<file path="config.mk">
export PLATFORM = sky130hd
export DESIGN_NAME = sc_serial_cfg_loader
export DESIGN_NICKNAME = d
export VERILOG_FILES = /design/src/rtl/sc_cfg_pkg.sv /design/src/rtl/sc_seq_ctrl.sv /design/src/rtl/sc_setup_bank.sv /design/src/rtl/sc_passthru.sv /design/src/rtl/sc_serial_cfg_loader.sv
export SDC_FILE = /design/constraint.sdc
export NUM_CORES = 1
export LEC_CHECK = 0
export BUFFER_PORTS_ARGS = -buffer_cell sky130_fd_sc_hd__buf_2
export CAP_MARGIN = 40
export CORE_MARGIN = 5
export CORE_UTILIZATION = 60
export DETAILED_ROUTE_END_ITERATION = 10
export PLACE_DENSITY_LB_ADDON = 0.12
export SETUP_SLACK_MARGIN = 0.15
export SLEW_MARGIN = 10
export SYNTH_ARGS = -nofsm -noshare
export SYNTH_HDL_FRONTEND = slang
export SYNTH_HIERARCHICAL = 1
export SYNTH_SLANG_ARGS = --single-unit
</file>
<file path="constraint.sdc">
create_clock -name clk -period 3.4 [get_ports clk]
set_clock_uncertainty 0.05 [all_clocks]
set_input_delay 0.68 -clock clk [delete_from_list [all_inputs] [get_ports clk]]
set_output_delay 0.68 -clock clk [all_outputs]
set_load 0.005 [all_outputs]
</file>
<file path="src/rtl/sc_cfg_pkg.sv">
package sc_cfg_pkg;
  localparam int HDR_W = 19;  // header bits
  localparam int FLD_W = 24;  // one setup field
  localparam int REC_W = 72;  // three fields per queue
  localparam int MAX_Q = 8;

  // Number of enabled clocks a single device consumes for qm1 = Q-1.
  function automatic int stream_bits(int hdr_w, int rec_w, int qm1);
    return hdr_w + rec_w * (qm1 + 1);
  endfunction
endpackage

</file>
<file path="src/rtl/sc_seq_ctrl.sv">
module sc_seq_ctrl #(
  parameter int HDR_W = sc_cfg_pkg::HDR_W,
  parameter int REC_W = sc_cfg_pkg::REC_W,
  parameter int MAX_Q = sc_cfg_pkg::MAX_Q,
  localparam int SEG_MAX = (REC_W > HDR_W) ? REC_W : HDR_W,
  localparam int SEG_W = $clog2(SEG_MAX),
  localparam int QI_W = (MAX_Q > 1) ? $clog2(MAX_Q) : 1
) (
  input  logic             clk,
  input  logic             rst_n,
  input  logic             shift,
  input  logic [QI_W-1:0]  qm1,
  output logic             in_hdr,
  output logic [SEG_W-1:0] seg_pos,
  output logic [QI_W-1:0]  rec_idx,
  output logic             done
);
  logic seg_last;

  always_comb begin
    if (in_hdr) seg_last = (seg_pos == SEG_W'(HDR_W - 1));
    else        seg_last = (seg_pos == SEG_W'(REC_W - 1));
  end

  always_ff @(posedge clk or negedge rst_n) begin
    if (!rst_n) begin
      in_hdr  <= 1'b1;
      seg_pos <= '0;
      rec_idx <= '0;
      done    <= 1'b0;
    end else if (shift) begin
      if (seg_last) begin
        seg_pos <= '0;
        if (in_hdr)              in_hdr  <= 1'b0;
        else if (rec_idx == qm1) done    <= 1'b1;
        else                     rec_idx <= rec_idx + 1'b1;
      end else begin
        seg_pos <= seg_pos + 1'b1;
      end
    end
  end
endmodule

</file>
<file path="src/rtl/sc_setup_bank.sv">
module sc_setup_bank #(
  parameter int HDR_W = sc_cfg_pkg::HDR_W,
  parameter int REC_W = sc_cfg_pkg::REC_W,
  parameter int MAX_Q = sc_cfg_pkg::MAX_Q,
  localparam int SEG_MAX = (REC_W > HDR_W) ? REC_W : HDR_W,
  localparam int SEG_W = $clog2(SEG_MAX),
  localparam int QI_W = (MAX_Q > 1) ? $clog2(MAX_Q) : 1
) (
  input  logic             clk,
  input  logic             rst_n,
  input  logic             sdi,
  input  logic             hdr_we,
  input  logic             rec_we,
  input  logic [SEG_W-1:0] seg_pos,
  input  logic [QI_W-1:0]  rec_idx,
  input  logic [QI_W-1:0]  rd_sel,
  output logic [HDR_W-1:0] hdr,
  output logic [REC_W-1:0] rd_rec
);
  logic [REC_W-1:0] rec_arr [MAX_Q];

  always_ff @(posedge clk or negedge rst_n) begin
    if (!rst_n) begin
      hdr <= '0;
    end else if (hdr_we) begin
      for (int b = 0; b < HDR_W; b++)
        if (seg_pos == SEG_W'(b)) hdr[b] <= sdi;
    end
  end

  for (genvar g = 0; g < MAX_Q; g++) begin : g_queue
    logic [REC_W-1:0] rec_r;
    always_ff @(posedge clk or negedge rst_n) begin
      if (!rst_n) begin
        rec_r <= '0;
      end else if (rec_we && (rec_idx == QI_W'(g))) begin
        for (int b = 0; b < REC_W; b++)
          if (seg_pos == SEG_W'(b)) rec_r[b] <= sdi;
      end
    end
    assign rec_arr[g] = rec_r;
  end

  assign rd_rec = rec_arr[rd_sel];
endmodule

</file>
<file path="src/rtl/sc_passthru.sv">
module sc_passthru (
  input  logic done,
  input  logic sen_n,
  input  logic sdi,
  output logic seno_n,
  output logic sdo
);
  assign seno_n = done ? sen_n : 1'b1;
  assign sdo    = done ? sdi   : 1'b1;
endmodule

</file>
<file path="src/rtl/sc_serial_cfg_loader.sv">
module sc_serial_cfg_loader #(
  parameter int HDR_W = sc_cfg_pkg::HDR_W,
  parameter int FLD_W = sc_cfg_pkg::FLD_W,
  parameter int MAX_Q = sc_cfg_pkg::MAX_Q,
  localparam int REC_W = 3 * FLD_W,
  localparam int SEG_MAX = (REC_W > HDR_W) ? REC_W : HDR_W,
  localparam int SEG_W = $clog2(SEG_MAX),
  localparam int QI_W = (MAX_Q > 1) ? $clog2(MAX_Q) : 1,
  localparam int QC_W = $clog2(MAX_Q + 1)
) (
  input  logic             clk,
  input  logic             rst_n,
  input  logic             sdi,
  input  logic             sen_n,
  output logic             sdo,
  output logic             seno_n,
  input  logic [QI_W-1:0]  cfg_sel,
  output logic             cfg_valid,
  output logic [QC_W-1:0]  cfg_qcount,
  output logic [HDR_W-1:0] cfg_hdr,
  output logic [FLD_W-1:0] cfg_depth,
  output logic [FLD_W-1:0] cfg_ae,
  output logic [FLD_W-1:0] cfg_af
);
  // Named internal events, visible to the bound checker.
  logic             shift_w;
  logic             done_w;
  logic             in_hdr_w;
  logic [SEG_W-1:0] seg_pos_w;
  logic [QI_W-1:0]  rec_idx_w;
  logic [QI_W-1:0]  qm1_w;
  logic [HDR_W-1:0] hdr_w;
  logic [REC_W-1:0] rd_rec_w;

  assign shift_w = !sen_n && !done_w;
  assign qm1_w   = hdr_w[QI_W-1:0];

  sc_seq_ctrl #(.HDR_W(HDR_W), .REC_W(REC_W), .MAX_Q(MAX_Q)) u_ctrl (
    .clk(clk), .rst_n(rst_n), .shift(shift_w), .qm1(qm1_w),
    .in_hdr(in_hdr_w), .seg_pos(seg_pos_w), .rec_idx(rec_idx_w), .done(done_w)
  );

  sc_setup_bank #(.HDR_W(HDR_W), .REC_W(REC_W), .MAX_Q(MAX_Q)) u_bank (
    .clk(clk), .rst_n(rst_n), .sdi(sdi),
    .hdr_we(shift_w && in_hdr_w), .rec_we(shift_w && !in_hdr_w),
    .seg_pos(seg_pos_w), .rec_idx(rec_idx_w), .rd_sel(cfg_sel),
    .hdr(hdr_w), .rd_rec(rd_rec_w)
  );

  sc_passthru u_pass (
    .done(done_w), .sen_n(sen_n), .sdi(sdi), .seno_n(seno_n), .sdo(sdo)
  );

  assign cfg_valid  = done_w;
  assign cfg_hdr    = hdr_w;
  assign cfg_qcount = QC_W'(qm1_w) + 1'b1;
  assign cfg_depth  = rd_rec_w[FLD_W-1:0];
  assign cfg_ae     = rd_rec_w[2*FLD_W-1:FLD_W];
  assign cfg_af     = rd_rec_w[3*FLD_W-1:2*FLD_W];
endmodule

</file>
==> flow_metrics.tcl <==
set metrics [dict create \
    status "completed" \
    setup_viol_count_final 0 \
    grt_pass1_wl_microns 123000 \
    wl_per_cell_microns 24.3 \
    grt_max_degree 186 \
    clkLatencyLatePin_ps 590 \
    arrival_ps 2260 \
    fin_ws_ps 407 \
    drv_cap 0 \
    crit_type "in2out" \
    clkTransAtPathRegs_ps 60 \
    async_flop_share 1.00 \
    yosys_warnings 6 \
    cp_max_fo 17 \
    fin_crit_ps 2990 \
    ant_nets 0 \
    gr-total-overflow 0 \
    hpwlAfterDp_microns 43200 \
    ys_types 50 \
    cts_resized 0 \
    grt_use_total 0.270 \
    synth_area_sq_um 31300 \
    synth_cells 2419 \
    whs_ps 430 \
    clk_root_buffer_cell "clkbuf_16" \
    vias_per_cell 6.53 \
    drtPass1Iterations 5 \
    die_w_microns 239 \
    cts_tree "built" \
    synth_seq_cells 607 \
    synth_seq_area_share 0.485 \
    crit_chain "buf_8, buf_4, mux4_2, mux2_2, buf_2" \
    place_congestion 0.757 \
    powerDensity_nw_per_um2 512 \
    yosysTopAreaCell "dfrtp_1" \
    slew_viol_final 0 \
    layout_commonest_cell "dfrtp_1" \
    io-pin-count 105 \
    num_rows 83 \
    cts_buffer_depth 3 \
    drive_above_1_share 0.426 \
    worst_slew_pin_slew_ps 855 \
    start_kind "input pin" \
    ys.flop_type "dfrtp_1" \
    initial_core_util 0.608 \
    antenna_found_initial 1 \
    worstPathRequired_ps 2670 \
    area_growth_pct 12.1 \
    grt_pass1_vias 21500 \
    avgSynthCellArea_sq_um 13.0 \
    drcViolationCount 0 \
    dpl.cell_count 3010 \
    fin_crit_sh 0.880 \
    endpoint_kind "output pin" \
    max-slew-margin-rel 0.428 \
    htree_levels 3 \
    wl_microns 76000 \
    die_h_microns 239 \
    post-synth-top-area-fraction 0.484 \
    final_hold_viol_count 0 \
    io_buffers 104 \
    critPathMaxStageDelay_ps 570 \
    crit_family "multiplexers" \
    fin_cells 3126 \
    cp_num_buf_inv 3 \
    nNetsFinal 2409 \
    worst_path_max_delay_cell "mux4_2" \
    vias 20400 \
    dieArea_sq_um 56900 \
    numCtsBuffers 66 \
    synth-edff-count 0 \
    antennaDiodeCount 0 \
    place_ws_ps 397 \
    core_region_area_sq_um 51500 \
    synth_area_leaders "dfrtp_1, mux2_2, mux4_2" \
    fmax_ghz 0.334 \
    clock-sinks 607 \
    p_leak_uw 0.0162 \
    p_total_uw 18000 \
    drtIter0Drc 1853 \
    layout_common_cells "dfrtp_1, mux2_2, nand3_1" \
    cts_setup_buffers 0 \
    rsz0062_at_grt "false" \
    vdd_drop_max_uv 420 \
    syn-num-nets 2429 \
    fin_tns_setup_ps 0 \
    hp-class "reg2reg" \
]
layout make-up:
| class | instances | area [sq um] |
|---|---|---|
| fillers | 3643 | 16400 |
| flip-flops and latches | 607 | 15200 |
| multi-input cells | 1503 | 14800 |
| clock buffers | 103 | 2060 |
| repair buffers | 219 | 2010 |
| well taps | 680 | 851 |
| clock inverters | 12 | 164 |
| inverters | 2 | 7.51 |
final timing paths:
kind | slack (ps) | depth (start not counted) | endpoint | start
max | 410 | 5 | cfg_af[22] | cfg_sel[0]
min | 430 | 1 | u_bank/g_queue[7].rec_r[23]$_DFFE_PN0P_ | u_bank/g_queue[7].rec_r[23]$_DFFE_PN0P_
max reg2reg | 860 | 4 | u_bank/g_queue[0].rec_r[63]$_DFFE_PN0P_ | u_ctrl/done$_DFFE_PN0P_
min reg2reg | 430 | 1 | u_bank/g_queue[7].rec_r[23]$_DFFE_PN0P_ | u_bank/g_queue[7].rec_r[23]$_DFFE_PN0P_
max in group asynchronous | 1680 | 4 | u_bank/g_queue[2].rec_r[35]$_DFFE_PN0P_ | rst_n
min in group asynchronous | 580 | 2 | u_bank/g_queue[5].rec_r[65]$_DFFE_PN0P_ | rst_n
power breakdown:
| part | switching [uW] | internal (uW) | total [uW] |
|---|---|---|---|
| logic | 2060 | 937 | 3000 |
| clock network | 2870 | 4450 | 7320 |
| registers | 216 | 7430 | 7650 |
per-layer routing:
layer  share of wire  vias up  GRT usage
met5         0.00013        -          0
met1            0.44    10800      0.395
met2            0.48      559      0.430
li1                -     8903          -
met4           0.023        2     0.0722
met3           0.051      126     0.0435
per-stage QoR:
step	cell area, sq um	util
4_1_cts	35100	0.682
5_1_grt	35100	0.682
3_5_place_dp	32900	0.638
3_3_place_gp	32900	0.638
6_report	35100	0.682
2_1_floorplan	31300	-
cell families after synthesis:
group | count (synthesis) | synth area share
AOI/OAI and AO/OA | 8 | 0.00224
xor gates and xnor gates | 9 | 0.00252
adders and majority gates | 3 | 0.00120
buffers and inverters | 309 | 0.0460
DFF | 607 | 0.485
muxes | 811 | 0.344
and+or+nand+nor | 672 | 0.119
synth_stat cells, types with 4 or more instances:
master / instances
mux2_2: 520
nand4_1: 4
nor2_1: 9
nand3_1: 405
clkbuf_1: 140
buf_4: 5
mux2_1: 138
nand4b_1: 8
mux2_4: 9
dfrtp_1: 606
and4b_1: 4
buf_2: 127
nor4bb_1: 6
buf_6: 14
mux4_2: 144
xnor2_1: 6
nor4b_4: 4
buf_1: 21
nand3_2: 17
nor3_1: 161
nand2b_1: 4
nand2_1: 19
registers in the layout, summed over array words and instances (netlist names):
| register | count |
|---|---|
| u_ctrl/done | 1 |
| u_ctrl/rec_idx | 3 |
| u_bank/hdr | 19 |
| u_ctrl/seg_pos | 7 |
| u_ctrl/in_hdr | 1 |
| u_bank/g_queue.rec_r | 576 |
worst register-to-register path: stages (launching register included):
cell,delay [ps]
dfrtp_1,480
nor3_2,290
or4b_2,960
nor3_1,290
mux2_2,360
repair_timing:
action,CTS,global route
setup endpoints to repair,0,0
hold endpoints to repair,25,0
hold buffers,1,0
Note: power is estimated with default switching activity, not from simulation.
